[src/rtl/dma_seq_pkg.sv]
package dma_seq_pkg;

  typedef enum logic [1:0] {
    UNIT_BYTE  = 2'd0,
    UNIT_WORD  = 2'd1,
    UNIT_LONG  = 2'd2,
    UNIT_BLK16 = 2'd3
  } unit_e;

  typedef enum logic [1:0] {
    RQ_EXT    = 2'd0,
    RQ_AUTO   = 2'd1,
    RQ_SERIAL = 2'd2,
    RQ_ADC    = 2'd3
  } rqsrc_e;

  typedef enum logic [2:0] {
    ST_IDLE  = 3'd0,
    ST_WAIT  = 3'd1,
    ST_ARB   = 3'd2,
    ST_READ  = 3'd3,
    ST_WRITE = 3'd4
  } seq_st_e;

  localparam int BLK_BEATS  = 4;
  localparam int BEAT_BYTES = 4;

  // bytes moved by one unit
  function automatic logic [4:0] unit_bytes(input unit_e u);
    case (u)
      UNIT_BYTE: return 5'd1;
      UNIT_WORD: return 5'd2;
      UNIT_LONG: return 5'd4;
      default:   return 5'd16;
    endcase
  endfunction

  // bus cycles per direction for one unit
  function automatic logic [2:0] unit_beats(input unit_e u);
    return (u == UNIT_BLK16) ? 3'(BLK_BEATS) : 3'd1;
  endfunction

  // access size code shown on the memory side
  function automatic logic [1:0] bus_size(input unit_e u);
    return (u == UNIT_BLK16) ? 2'd2 : 2'(u);
  endfunction

  function automatic logic burst_permitted(input rqsrc_e s);
    return !(s == RQ_SERIAL || s == RQ_ADC);
  endfunction

endpackage

[src/rtl/dma_req_unit.sv]
module dma_req_unit
  import dma_seq_pkg::*;
(
  input  logic   clk,
  input  logic   rst_n,
  input  logic   clr,
  input  logic   take,
  input  rqsrc_e sel,
  input  logic   ext_req_n,
  input  logic   int_req,
  output logic   req_now
);

  logic pending_q;

  // a fresh strobe wins over consumption in the same cycle
  always_ff @(posedge clk or negedge rst_n) begin
    if (!rst_n)              pending_q <= 1'b0;
    else if (int_req)        pending_q <= 1'b1;
    else if (take || clr)    pending_q <= 1'b0;
  end

  assign req_now = (sel == RQ_EXT) ? !ext_req_n : pending_q;

endmodule

[src/rtl/dma_xfer_regs.sv]
module dma_xfer_regs
  import dma_seq_pkg::*;
#(
  parameter int AW = 32,
  parameter int CW = 8
)(
  input  logic          clk,
  input  logic          rst_n,
  input  logic          load,
  input  logic [AW-1:0] ld_src,
  input  logic [AW-1:0] ld_dst,
  input  logic [CW-1:0] ld_cnt,
  input  unit_e         ld_unit,
  input  logic          step,
  output logic [AW-1:0] src_q,
  output logic [AW-1:0] dst_q,
  output logic [CW-1:0] cnt_q,
  output unit_e         unit_q,
  output logic          last_unit
);

  logic [AW-1:0] stride;

  assign stride    = AW'(unit_bytes(unit_q));
  assign last_unit = (cnt_q == CW'(1));

  always_ff @(posedge clk or negedge rst_n) begin
    if (!rst_n) begin
      src_q  <= '0;
      dst_q  <= '0;
      cnt_q  <= '0;
      unit_q <= UNIT_BYTE;
    end else if (load) begin
      src_q  <= ld_src;
      dst_q  <= ld_dst;
      cnt_q  <= ld_cnt;
      unit_q <= ld_unit;
    end else if (step) begin
      src_q  <= src_q + stride;
      dst_q  <= dst_q + stride;
      cnt_q  <= cnt_q - CW'(1);
    end
  end

endmodule

[src/rtl/dma_beat_buf.sv]
module dma_beat_buf #(
  parameter int DW    = 32,
  parameter int DEPTH = 4
)(
  input  logic                     clk,
  input  logic                     rst_n,
  input  logic                     wr_en,
  input  logic [$clog2(DEPTH)-1:0] wr_idx,
  input  logic [DW-1:0]            wr_data,
  input  logic [$clog2(DEPTH)-1:0] rd_idx,
  output logic [DW-1:0]            rd_data
);

  localparam int IW = $clog2(DEPTH);

  logic [DW-1:0] ent_q [DEPTH];

  always_ff @(posedge clk or negedge rst_n) begin
    if (!rst_n) begin
      for (int i = 0; i < DEPTH; i++) ent_q[i] <= '0;
    end else begin
      for (int i = 0; i < DEPTH; i++)
        if (wr_en && wr_idx == IW'(i)) ent_q[i] <= wr_data;
    end
  end

  assign rd_data = ent_q[rd_idx];

endmodule

[src/rtl/dma_bus_sequencer.sv]
module dma_bus_sequencer
  import dma_seq_pkg::*;
#(
  parameter int AW = 32,
  parameter int DW = 32,
  parameter int CW = 8
)(
  input  logic          clk,
  input  logic          rst_n,
  input  logic          cfg_start,
  input  logic [AW-1:0] cfg_src_addr,
  input  logic [AW-1:0] cfg_dst_addr,
  input  logic [CW-1:0] cfg_count,
  input  logic [1:0]    cfg_unit,
  input  logic          cfg_burst,
  input  logic [1:0]    cfg_req_sel,
  input  logic          ext_req_n,
  input  logic          int_req,
  output logic          bus_req,
  input  logic          bus_grant,
  output logic          mem_rd,
  output logic          mem_wr,
  output logic [AW-1:0] mem_addr,
  output logic [1:0]    mem_size,
  output logic [DW-1:0] mem_wdata,
  input  logic [DW-1:0] mem_rdata,
  output logic          busy,
  output logic          done,
  output logic          cfg_err
);

  localparam int BW = $clog2(BLK_BEATS);

  seq_st_e       st_q, st_d;
  logic [BW-1:0] beat_q, beat_d, last_beat;
  logic          en_q, done_q, err_q, burst_q;
  rqsrc_e        sel_q;

  // named internal events, also used by the bound checker
  logic          start_ok, cfg_bad, unit_end, last_unit;
  logic          burst_eff, src_is_ext, hold_bus, take, req_now;
  logic [AW-1:0] src_q, dst_q;
  logic [CW-1:0] cnt_q;
  unit_e         unit_q;
  logic [AW-1:0] beat_off;

  assign start_ok   = cfg_start && !en_q;
  assign cfg_bad    = cfg_burst && !burst_permitted(rqsrc_e'(cfg_req_sel));
  assign burst_eff  = burst_q;
  assign src_is_ext = (sel_q == RQ_EXT);
  assign last_beat  = BW'(unit_beats(unit_q) - 3'd1);
  assign unit_end   = (st_q == ST_WRITE) && (beat_q == last_beat);
  assign hold_bus   = burst_q && (!src_is_ext || !ext_req_n);
  assign take       = ((st_q == ST_WAIT) && req_now) ||
                      (unit_end && !last_unit && hold_bus);

  dma_req_unit u_req (
    .clk       (clk),
    .rst_n     (rst_n),
    .clr       (start_ok),
    .take      (take),
    .sel       (sel_q),
    .ext_req_n (ext_req_n),
    .int_req   (int_req),
    .req_now   (req_now)
  );

  dma_xfer_regs #(.AW(AW), .CW(CW)) u_regs (
    .clk       (clk),
    .rst_n     (rst_n),
    .load      (start_ok),
    .ld_src    (cfg_src_addr),
    .ld_dst    (cfg_dst_addr),
    .ld_cnt    (cfg_count),
    .ld_unit   (unit_e'(cfg_unit)),
    .step      (unit_end),
    .src_q     (src_q),
    .dst_q     (dst_q),
    .cnt_q     (cnt_q),
    .unit_q    (unit_q),
    .last_unit (last_unit)
  );

  dma_beat_buf #(.DW(DW), .DEPTH(BLK_BEATS)) u_buf (
    .clk     (clk),
    .rst_n   (rst_n),
    .wr_en   (st_q == ST_READ),
    .wr_idx  (beat_q),
    .wr_data (mem_rdata),
    .rd_idx  (beat_q),
    .rd_data (mem_wdata)
  );

  // sequencing
  always_comb begin
    st_d   = st_q;
    beat_d = beat_q;
    case (st_q)
      ST_IDLE:  if (start_ok && cfg_count != '0) st_d = ST_WAIT;
      ST_WAIT:  if (req_now) st_d = ST_ARB;
      ST_ARB:   if (bus_grant) begin
                  st_d   = ST_READ;
                  beat_d = '0;
                end
      ST_READ:  if (beat_q == last_beat) begin
                  st_d   = ST_WRITE;
                  beat_d = '0;
                end else begin
                  beat_d = beat_q + BW'(1);
                end
      ST_WRITE: if (!unit_end) begin
                  beat_d = beat_q + BW'(1);
                end else begin
                  beat_d = '0;
                  if (last_unit)     st_d = ST_IDLE;
                  else if (hold_bus) st_d = ST_READ;
                  else               st_d = ST_WAIT;
                end
      default:  st_d = ST_IDLE;
    endcase
  end

  always_ff @(posedge clk or negedge rst_n) begin
    if (!rst_n) begin
      st_q   <= ST_IDLE;
      beat_q <= '0;
    end else begin
      st_q   <= st_d;
      beat_q <= beat_d;
    end
  end

  always_ff @(posedge clk or negedge rst_n) begin
    if (!rst_n) begin
      en_q    <= 1'b0;
      done_q  <= 1'b0;
      err_q   <= 1'b0;
      burst_q <= 1'b0;
      sel_q   <= RQ_EXT;
    end else if (start_ok) begin
      en_q    <= (cfg_count != '0);
      done_q  <= (cfg_count == '0);
      err_q   <= cfg_bad;
      burst_q <= cfg_burst && !cfg_bad;
      sel_q   <= rqsrc_e'(cfg_req_sel);
    end else if (unit_end && last_unit) begin
      en_q    <= 1'b0;
      done_q  <= 1'b1;
    end
  end

  assign beat_off = AW'(beat_q) * AW'(BEAT_BYTES);
  assign bus_req  = (st_q == ST_ARB) || (st_q == ST_READ) || (st_q == ST_WRITE);
  assign mem_rd   = (st_q == ST_READ);
  assign mem_wr   = (st_q == ST_WRITE);
  assign mem_addr = (mem_rd ? src_q : dst_q) + beat_off;
  assign mem_size = bus_size(unit_q);
  assign busy     = en_q;
  assign done     = done_q;
  assign cfg_err  = err_q;

endmodule

[config.mk]
export PLATFORM = sky130hd
export DESIGN_NAME = dma_bus_sequencer
export DESIGN_NICKNAME = d
export VERILOG_FILES = /design/src/rtl/dma_seq_pkg.sv /design/src/rtl/dma_req_unit.sv /design/src/rtl/dma_xfer_regs.sv /design/src/rtl/dma_beat_buf.sv /design/src/rtl/dma_bus_sequencer.sv
export SDC_FILE = /design/constraint.sdc
export NUM_CORES = 1
export LEC_CHECK = 0
export CAP_MARGIN = 25
export CORE_ASPECT_RATIO = 0.8
export CORE_MARGIN = 4
export CORE_UTILIZATION = 62
export DETAILED_ROUTE_END_ITERATION = 7
export DONT_BUFFER_PORTS = 1
export PLACE_DENSITY = 0.78
export SYNTH_ARGS = -nofsm -noshare
export SYNTH_HDL_FRONTEND = slang
export SYNTH_HIERARCHICAL = 1
export SYNTH_SLANG_ARGS = --single-unit
[constraint.sdc]
create_clock -name clk -period 6 [get_ports clk]
set_input_delay 0.3 -clock clk [delete_from_list [all_inputs] [get_ports clk]]
set_output_delay 0.3 -clock clk [all_outputs]
set_load 0.1 [all_outputs]
==> flow_metrics.env, run 1 <==
export IMPL_status="finished, final reports clean"
export IMPL_async_flop_share_pct=100
export IMPL_cp_end_kind="output port"
export IMPL_via_per_inst=6.53
export IMPL_relSlewSlack_pct=28.5
export IMPL_critPathMostFrequentCell="nand2_1"
export IMPL_tightest_slew_ns=1.07
export IMPL_synth_seq_cells=214
export IMPL_drt_wl_total_mm=34.2
export IMPL_rsz0062_at_grt="false"
export IMPL_p_leak_uw=0.00573
export IMPL_grt_max_degree=215
export IMPL_reg2reg_slack_ns=2.32
export IMPL_final_layout_size_suffix_gt1_share_pct=23.8
export IMPL_arrival_ns=4.41
export IMPL_area_delta_synth_final_pct=19.6
export IMPL_grt_pass1_wl_mm=55.6
export IMPL_synth_top_area_share_pct=43.4
export IMPL_die_area_sq_um=22200
export IMPL_reg2reg_from="u_regs/unit_q[1]$_DFFE_PN0P_"
export IMPL_cts_sinks=214
export IMPL_worst_ep_required_time_ns=5.70
export IMPL_num_rows=45
export IMPL_netlist_top_cells_area="dfrtp_1 43%, mux2_2 13%, mux4_2 6.0%, nand2_1 3.7%, nand3_1 2.7%"
export IMPL_ir_drop_mv=0.445
export IMPL_antenna_found_initial=1
export IMPL_seq_area_frac_synth_pct=43.4
export IMPL_ctsResizeCount=0
export IMPL_drv_cap=0
export IMPL_setup_violations_final=0
export IMPL_core_sq_um=19300
export IMPL_port_buffers=0
export IMPL_cts_tree="done"
export IMPL_clk_root_buffer_cell="clkbuf_16"
export IMPL_cp_max_fo=43
export IMPL_seq_area_sq_um=5360
export IMPL_path_cells="nand3b_4, inv_2, nand2_1, nand2_1, ha_1, inv_1, fa_1, a221oi_4, nand3_1, xor2_1, mux2i_2, buf_4"
export IMPL_timing_fmax_ghz=0.212
export IMPL_drt_initial_drc_count=898
export IMPL_fin_setup_tns_ns=0
export IMPL_synth_edf_count=0
export IMPL_hold_viol=0
export IMPL_period_needed_ns=4.71
export IMPL_synthCells=1141
export IMPL_multi_input_area_sq_um=6790
export IMPL_finalCoreUtilization_pct=76.7
export IMPL_timing_max_transition_violations_final=0
export IMPL_routedWlPerCell_microns=22.4
export IMPL_post_dp_hpwl_mm=21.6
export IMPL_insertion_delay_ns=0.52
export IMPL_cts_buffer_depth=3
export IMPL_fp_dieH_microns=134
export IMPL_ys_flop_type="dfrtp_1"
export IMPL_startpoint="st_q[1]$_DFFE_PN0P_"
export IMPL_grt_pass1_vias=10103
export IMPL_synth_area_sq_um=12300
export IMPL_cpMaxStageDelayCell="nand3b_4"
export IMPL_period_share_pct=78.5
export IMPL_via_count=9951
export IMPL_fill_cells=1213
export IMPL_gr_usage_all_layers_pct=30.5
export IMPL_fin_nets=1375
export IMPL_hp_class="input pin to flop"
export IMPL_die_x_microns=166
export IMPL_p_per_area_nw_per_um2=535
export IMPL_r2r_cells=8
export IMPL_critPathKind="flop to output port"
export IMPL_antenna_left=0
export IMPL_max_stage_delay_ns=0.58
export IMPL_timing_rr_end="u_regs/dst_q[28]$_DFFE_PN0P_"
export IMPL_worstSetupStartpointType="flop"
export IMPL_synth_avg_cell_area_sq_um=10.8
export IMPL_path_clk_slew_ns=0.07
export IMPL_dr_pass1_iters=5
export IMPL_ios=187
export IMPL_yosysUniqueCellTypes=70
export IMPL_skew_ns=0.0234
export IMPL_start_util_pct=64.1
export IMPL_route_detailed_drc=0
export IMPL_yosysTopAreaCell="dfrtp_1"
export IMPL_place_congestion=0.966
export IMPL_ys_warnings_count=6
export IMPL_htreeDepth=1
export IMPL_overflow=0
export IMPL_cts_inserted_buffers=22
export IMPL_crit_end="mem_addr[16]"
export IMPL_syn_nets=1267
-- worst max-delay path, delay by kind of cell (launching register included) --
kind	cells	cell delay (ns)
and+or+nand+nor	4	0.89
buffers and inverters	3	0.81
adders and majority gates	2	0.67
DFF	1	0.55
AOI/OAI and AO/OA	1	0.52
muxes	1	0.21
xor gates and xnor gates	1	0.18
-- state kept, by name (all words and copies together), names as in the netlist --
register	flops
beat_q	2
sel_q	2
busy	1
st_q	3
cfg_err	1
u_regs/dst_q	32
burst_eff	1
u_regs/cnt_q	8
u_regs/unit_q	2
u_regs/src_q	32
u_buf/ent_q	128
u_req/pending_q	1
done	1
-- layout make-up --
cell class	instances	share of cell area, %
diodes	2	0.0339
clock buffers	29	4.04
clock inverters	10	0.966
inverters	20	0.517
multi-input cells	838	46.0
flip-flops and latches	214	36.3
well taps	258	2.19
repair buffers	153	10.0
-- layout by cell type (no fill, tap or decap), types with 9 or more instances in the layout --
master         synthesis  routed
nand2b_1               9       9
nand3_1               66      66
nand2_1              123     123
and3_1                13      13
dfrtp_1              214     212
a211oi_1              12      12
and4_1                13      13
buf_4                  6      42
mux4_2                33      33
xor2_1                35      24
a2111oi_0              9       9
or3_1                 10      10
mux2_2               139     139
and2_1                10      10
inv_1                 18      17
a31oi_1               23      22
nor2_1                41      41
xor2_2                 0      11
ha_1                  10      10
or4_1                 19      19
xnor2_1               37      30
mux2i_1               30      22
nand4_1               32      32
a21oi_1               15      14
o21ai_0               54      52
clkbuf_16              0      22
o31ai_1               13      13
dlygate4sd3_1          0     108
-- report_power, final --
part	internal, uW	total (uW)	switching [uW]
Clock	834	1410	579
Sequential	1950	2360	410
Combinational	1120	4120	3000
Total	3910	7900	3980
-- cell families (layout without fill, tap and decap cells) --
logic type | count (synthesis) | in the layout | synth area share (%)
adder cells (fa/ha/maj) | 11 | 11 | 1.18
XOR/XNOR | 72 | 72 | 5.11
other | 0 | 2 | 0
flip-flops | 214 | 214 | 43.4
buffers and inverters | 89 | 212 | 3.25
AO/OA/AOI/OAI | 175 | 175 | 9.53
AND/OR/NAND/NOR | 376 | 376 | 16.2
multiplexers | 204 | 204 | 21.3
-- per-layer routing --
metal  GRT usage (%)  vias to the layer above  wire length, microns
met4            7.19                        0                   739
met1            41.8                     4957                 14200
met3            6.22                       68                  2710
met5               0                        -                     0
li1                -                     4453                     -
met2            50.7                      473                 16600
-- worst min path at each step --
stage | startpoint | end | slack, ns | cells past startpoint
finish | cfg_src_addr[15] | u_regs/src_q[15]$_DFFE_PN0P_ | 0.01 | 2
global route | cfg_dst_addr[24] | u_regs/dst_q[24]$_DFFE_PN0P_ | 0.02 | 2
CTS | cfg_dst_addr[17] | u_regs/dst_q[17]$_DFFE_PN0P_ | 0.001 | 2
detailed placement | rst_n | u_buf/ent_q[81]$_DFFE_PN0P_ | 0.02 | 0
global placement | rst_n | sel_q[0]$_DFFE_PN0P_ | 0.02 | 0
floorplan | rst_n | beat_q[0]$_DFFE_PN0P_ | 0.004 | 0
-- timing repair --
item	in CTS	in global routing
hold buffers	108	1
buffers inserted	0	0
endpoints found under the hold margin	416	1
-- cell usage after synthesis (4+ instances only) --
library cell / n
dfrtp_1: 214
mux2_2: 139
nand2_1: 123
nand3_1: 66
o21ai_0: 54
nor2_1: 41
clkbuf_1: 38
xnor2_1: 37
xor2_1: 35
mux4_2: 33
nand4_1: 32
mux2i_1: 30
a31oi_1: 23
or4_1: 19
buf_2: 18
inv_1: 18
a21oi_1: 15
and3_1: 13
and4_1: 13
o31ai_1: 13
a211oi_1: 12
and2_1: 10
ha_1: 10
or3_1: 10
a2111oi_0: 9
nand2b_1: 9
o211ai_1: 8
buf_4: 6
nor4_1: 6
o22ai_1: 6
a21boi_0: 5
a21o_1: 5
nor2b_1: 5
nor4b_1: 5
a221o_1: 4
buf_1: 4
-- per-stage QoR --
step	cells	power (uW)	instance area, sq um	worst slack, ns	hold slack, ns
global route	1523	8190	14800	0.994	0.0242
floorplan	1141	5760	12300	0.776	0.00441
finish	1524	7900	14800	1.29	0.0137
detailed placement	1374	6330	12900	1.91	0.0160
global placement	1372	6180	12900	1.98	0.0151
CTS	1521	7850	14800	1.35	0.00110
Power figures use the tool's default switching activity.
==> run 2: changes to the inputs <==
--- a/config.mk
+++ b/config.mk
@@ -5,6 +5,7 @@
 export SDC_FILE = /design/constraint.sdc
 export NUM_CORES = 1
 export LEC_CHECK = 0
+export ABC_AREA = 1
 export CAP_MARGIN = 25
 export CORE_ASPECT_RATIO = 0.8
 export CORE_MARGIN = 4
==> constraint.sdc (replaced) <==
create_clock -name clk -period 4.6 [get_ports clk]
set_input_delay 0.23 -clock clk [delete_from_list [all_inputs] [get_ports clk]]
set_output_delay 0.23 -clock clk [all_outputs]
set_load 0.1 [all_outputs]
==> run 2 against run 1 <==
  * The run now ends with DRC, hold timing left
  * Largest power group unchanged
  * Largest cell class unchanged
  * Register-to-register slack lost 1.0 ns
  * Count of clock-buffer cells in the layout increased by 6
  * Critical path depth decreased by 1
  * Utilization shrank 3.3 points
==> flow_metrics.env, run 2 <==
export IMPL_post_dp_hpwl_mm=30.5
export IMPL_clk_root_buffer_cell="clkbuf_16"
export IMPL_ir_drop_mv=0.745
export IMPL_relSlewSlack_pct=32.6
export IMPL_yosysMostFrequentCell="nand2_1"
export IMPL_synth_edf_count=0
export IMPL_synth_avg_cell_area_sq_um=6.73
export IMPL_htreeDepth=1
export IMPL_fin_nets=2345
export IMPL_mostFrequentLayoutCells="831 x nand2_1, 297 x inv_1, 212 x dfrtp_1"
export IMPL_gr_usage_all_layers_pct=35.0
export IMPL_cp_max_fo=35
export IMPL_netlist_top_cells_area="dfrtp_1 37%, nand2_1 22%, inv_1 7.8%, nand3_1 7.1%, nand4_1 4.7%"
export IMPL_max_stage_delay_ns=0.50
export IMPL_grt_pass1_vias=13778
export IMPL_syn_nets=2261
export IMPL_synth_top_area_share_pct=37.2
export IMPL_overflow=0
export IMPL_hold_viol=214
export IMPL_period_needed_ns=4.04
export IMPL_path_cells="inv_2, nand3_4, o21ai_0, inv_1, fa_1, nor2_2, nand2_2, nor2_4, nand3b_1, nand2_1, buf_4"
export IMPL_port_buffers=0
export IMPL_ys_warnings_count=6
export IMPL_seq_area_frac_synth_pct=37.2
export IMPL_async_flop_share_pct=100
export IMPL_start_util_pct=63.6
export IMPL_arrival_ns=3.81
export IMPL_dp_slack_ns=1.12
export IMPL_synth_area_sq_um=14400
export IMPL_die_x_microns=178
export IMPL_period_share_pct=87.7
export IMPL_status="finished, violations left"
export IMPL_critPathKind="flop to output port"
export IMPL_die_area_sq_um=25700
export IMPL_via_count=14834
export IMPL_timing_fmax_ghz=0.248
export IMPL_ios=187
export IMPL_rsz0062_at_grt="false"
export IMPL_hold_ws_ns=-0.592
export IMPL_fill_cells=1846
export IMPL_synth_top_cells_by_count="831 x nand2_1, 298 x inv_1, 214 x dfrtp_1, 204 x nand3_1, 109 x nand4_1"
export IMPL_place_congestion=0.999
export IMPL_worst_ep_required_time_ns=4.37
export IMPL_core_sq_um=22600
export IMPL_crit_buf_inv=3
export IMPL_grt_max_degree=215
export IMPL_area_delta_synth_final_pct=15.4
export IMPL_final_common_cell="nand2_1"
export IMPL_antenna_left=0
export IMPL_dr_pass1_iters=8
export IMPL_violations="DRC, hold timing"
export IMPL_reg_top3="u_buf/ent_q: 128 flops, u_regs/dst_q: 32 flops, u_regs/src_q: 32 flops"
export IMPL_largest_reg_flops=128
export IMPL_cts_tree="done"
export IMPL_cp_top_family="simple AND/OR/NAND/NOR gates"
export IMPL_cts_buffer_depth=3
export IMPL_cpMaxStageDelayCell="fa_1"
export IMPL_fp_dieH_microns=144
export IMPL_grt_pass1_wl_mm=72.8
export IMPL_final_layout_size_suffix_gt1_share_pct=8.59
export IMPL_yosysTopAreaCell="dfrtp_1"
export IMPL_yosysUniqueCellTypes=43
export IMPL_setup_violations_final=0
export IMPL_multi_input_area_sq_um=7420
export IMPL_drt_initial_drc_count=1935
export IMPL_cts_sinks=214
export IMPL_top_register="u_buf/ent_q"
export IMPL_synth_seq_cells=214
export IMPL_fin_setup_tns_ns=0
export IMPL_routedWlPerCell_microns=18.1
export IMPL_route_detailed_drc=3
export IMPL_cts_inserted_buffers=24
export IMPL_path_clk_slew_ns=0.06
export IMPL_via_per_inst=5.82
export IMPL_synthCells=2135
export IMPL_p_per_area_nw_per_um2=852
export IMPL_p_leak_uw=0.00872
export IMPL_seq_area_sq_um=5360
export IMPL_worstSetupStartpointType="flop"
export IMPL_tightest_slew_ns=1.01
export IMPL_timing_max_transition_violations_final=0
export IMPL_num_rows=49
export IMPL_cts_hold_buf=111
export IMPL_drv_cap=0
export IMPL_hp_class="input pin to asynchronous set/reset pin"
export IMPL_skew_ns=0.0131
export IMPL_ys_flop_type="dfrtp_1"
export IMPL_antenna_found_initial=7
export IMPL_insertion_delay_ns=0.52
export IMPL_cp_end_kind="output port"
export IMPL_drt_wl_total_mm=46.0
export IMPL_fin_ws_ns=0.564
[run 2: kinds of logic after synthesis]
family	share of synthesized area, %
multiplexers	0.0696
XOR/XNOR	2.01
flip-flops	37.2
adder cells (fa/ha/maj)	1.01
AND/OR/NAND/NOR	40.3
AO/OA/AOI/OAI	7.24
buffers and inverters	12.2
[run 2: final cells by class]
type                    instances  area share, %
repair buffers                160           9.11
diodes                          6         0.0905
inverters                     305           6.90
well taps                     306           2.31
clock buffers                  35           4.30
clock inverters                 7          0.287
flip-flops and latches        214           32.3
multi-input cells            1514           44.7
[run 2: repair_timing]
action | CTS | global route
setup buffers | 0 | 0
endpoints found under the hold margin | 423 | 214
resized for setup | 0 | 0
[run 2: through the flow]
step	util (%)	area, sq um	total power [uW]	hold slack, ns	instances
after floorplan	-	14400	10400	-0.0656	2135
after global placement	64.9	14700	11800	-0.0607	2387
after detailed placement	65.0	14700	12000	-0.0602	2388
after CTS	73.3	16600	14000	-0.603	2541
after global routing	73.3	16600	14900	-0.608	2547
final	73.3	16600	14100	-0.592	2547
[run 2: worst paths after layout]
| check | cells after the start | end | startpoint | slack [ns] |
|---|---|---|---|---|
| max in group asynchronous | 0 | u_regs/dst_q[24]$_DFFE_PN0P_ | rst_n | 4.77 |
| setup / recovery | 11 | mem_addr[20] | st_q[2]$_DFFE_PN0P_ | 0.56 |
| hold / removal | 0 | u_buf/ent_q[47]$_DFFE_PN0P_ | rst_n | -0.59 |
| min in group clk | 3 | sel_q[0]$_DFFE_PN0P_ | cfg_start | 0.07 |
| hold reg to reg | 2 | u_buf/ent_q[105]$_DFFE_PN0P_ | u_buf/ent_q[105]$_DFFE_PN0P_ | 0.47 |
| setup reg to reg | 6 | u_regs/cnt_q[1]$_DFFE_PN0P_ | beat_q[1]$_DFFE_PN0P_ | 1.28 |
[run 2: per-layer routing]
metal	vias up	share of wire [%]	track usage (%)
met5	-	0.024	0
met4	2	2.1	7.67
met3	88	13	9.17
met2	876	44	53.2
met1	6917	41	51.0
li1	6951	-	-
[run 2: power by group]
group	switching (uW)	internal [uW]	leakage [uW]
clock network	793	1080	0.000376
registers	1060	2800	0.00251
logic	6590	1830	0.00583
==> run 3: changes to the inputs <==
--- a/config.mk
+++ b/config.mk
@@ -5,7 +5,6 @@
 export SDC_FILE = /design/constraint.sdc
 export NUM_CORES = 1
 export LEC_CHECK = 0
-export ABC_AREA = 1
 export CAP_MARGIN = 25
 export CORE_ASPECT_RATIO = 0.8
 export CORE_MARGIN = 4
==> run 3 against run 2 <==
  * The run ends with hold timing left
  * Fmax increased by 1.7%
  * Clock power decreased by 6%
  * Sequential cell count unchanged
  * Critical path depth increased by 1
==> flow_metrics.env, run 3 (synthesis gave the netlist of run 1 again) <==
export IMPL_arrival_ns=3.74
export IMPL_cp_end_kind="output port"
export IMPL_worst_ep_required_time_ns=4.37
export IMPL_insertion_delay_ns=0.51
export IMPL_status="finished, violations left"
export IMPL_antenna_found_initial=2
export IMPL_rsz0062_at_grt="false"
export IMPL_worstSetupStartpointType="flop"
export IMPL_die_x_microns=166
export IMPL_area_delta_synth_final_pct=21.1
export IMPL_final_layout_size_suffix_gt1_share_pct=23.7
export IMPL_start_util_pct=64.1
export IMPL_hold_viol=214
export IMPL_num_rows=45
export IMPL_p_leak_uw=0.00580
export IMPL_r2r_cells=8
export IMPL_drt_initial_drc_count=845
export IMPL_mostFrequentLayoutCells="212 x dfrtp_1, 139 x mux2_2, 123 x nand2_1"
export IMPL_timing_max_transition_violations_final=0
export IMPL_via_per_inst=6.56
export IMPL_path_clk_slew_ns=0.06
export IMPL_core_sq_um=19300
export IMPL_cts_tree="done"
export IMPL_hp_class="input pin to asynchronous set/reset pin"
export IMPL_post_dp_hpwl_mm=21.7
export IMPL_port_buffers=0
export IMPL_antenna_left=0
export IMPL_met2_usage_pct=48.5
export IMPL_dr_pass1_iters=7
export IMPL_overflow=0
export IMPL_largest_reg_flops=128
export IMPL_cts_inserted_buffers=22
export IMPL_final_common_cell="dfrtp_1"
export IMPL_clk_root_buffer_cell="clkbuf_16"
export IMPL_htreeDepth=1
export IMPL_fill_cells=1186
export IMPL_period_needed_ns=3.97
export IMPL_fin_ws_ns=0.631
export IMPL_fin_setup_tns_ns=0
export IMPL_period_share_pct=86.3
export IMPL_routedWlPerCell_microns=22.4
export IMPL_cp_max_fo=10
export IMPL_timing_fmax_ghz=0.252
export IMPL_ios=187
export IMPL_p_per_area_nw_per_um2=688
export IMPL_critPathKind="flop to output port"
export IMPL_route_detailed_drc=0
export IMPL_hold_ws_ns=-0.570
export IMPL_cts_hold_buf=111
export IMPL_reg_top3="u_buf/ent_q: 128 flops, u_regs/dst_q: 32 flops, u_regs/src_q: 32 flops"
export IMPL_timing_rr_end="u_regs/src_q[12]$_DFFE_PN0P_"
export IMPL_relSlewSlack_pct=29.4
export IMPL_place_congestion=0.923
export IMPL_violations="hold timing"
export IMPL_ir_drop_mv=0.666
export IMPL_fin_nets=1379
export IMPL_use_met1_pct=43.4
export IMPL_cts_buffer_depth=3
export IMPL_startpoint="st_q[1]$_DFFE_PN0P_"
export IMPL_die_area_sq_um=22200
export IMPL_grt_pass1_wl_mm=55.7
export IMPL_cts_sinks=214
export IMPL_top_register="u_buf/ent_q"
export IMPL_drv_cap=0
export IMPL_dp_slack_ns=1.22
export IMPL_gr_usage_all_layers_pct=30.4
export IMPL_tightest_slew_ns=1.05
export IMPL_setup_violations_final=0
export IMPL_via_count=9991
export IMPL_fp_dieH_microns=134
export IMPL_grt_max_degree=215
export IMPL_grt_pass1_vias=10311
export IMPL_reg2reg_slack_ns=1.29
export IMPL_busiest_layer="met2"
export IMPL_skew_ns=0.0135
export IMPL_reg2reg_from="u_regs/unit_q[0]$_DFFE_PN0P_"
export IMPL_met3_usage_pct=5.98
export IMPL_drt_wl_total_mm=34.1
==> run 3: where the power goes <==
part           switching, uW  internal, uW  total, uW
Sequential               578          2550       3130
Clock                    714          1050       1760
Combinational           3850          1550       5400
Total                   5140          5150      10300
==> run 3: cell type report <==
class                      count  area [sq um]  area share [%]
timing repair buffer         157          1700            11.4
sequential                   214          5360            35.8
antenna                        2          5.00          0.0335
clock buffer                  31           626            4.19
inverter                      20          75.1           0.502
multi-input combinational    838          6790            45.4
clock inverter                 4          70.1           0.469
tap                          258           323            2.16
==> run 3: critical path, cell delays in order, from the launching register on <==
cell and delay, ns:
dfrtp_1 0.58, nand3b_4 0.15, inv_2 0.18, nand2_1 0.09, nand2_1 0.07, ha_1 0.17
inv_1 0.06, fa_1 0.52, a221oi_4 0.52, nand3_1 0.17, xor2_1 0.18, mux2i_2 0.31
buf_12 0.22
==> run 3: worst max-delay path by stage <==
stage / endpoint / depth (start not counted)
final: mem_addr[16] / 12
after global routing: mem_addr[30] / 12
after CTS: mem_addr[16] / 12
after detailed placement: mem_addr[16] / 12
after global placement: mem_addr[16] / 9
after floorplan: mem_addr[5] / 13
==> run 3: layer usage <==
metal,part of all wire [%],up-vias,routed length (microns)
met5,0,-,0
li1,-,4452,-
met1,42,4903,14400
met3,8.5,81,2910
met4,2.4,0,802
met2,47,555,15900
==> run 3: repair_timing <==
action | in CTS | in global routing
endpoints found under the setup margin | 0 | 0
setup buffers | 0 | 0
resized for setup | 0 | 0
endpoints found under the hold margin | 421 | 214
==> run 3: stage by stage <==
step	instance area, sq um	power [uW]	instances	util [%]
after floorplan	12400	7530	1141	-
after global placement	13100	8210	1375	68.1
after detailed placement	13100	8370	1375	68.1
after CTS	14900	10300	1521	77.5
after global routing	14900	10700	1524	77.6
final	14900	10300	1524	77.6
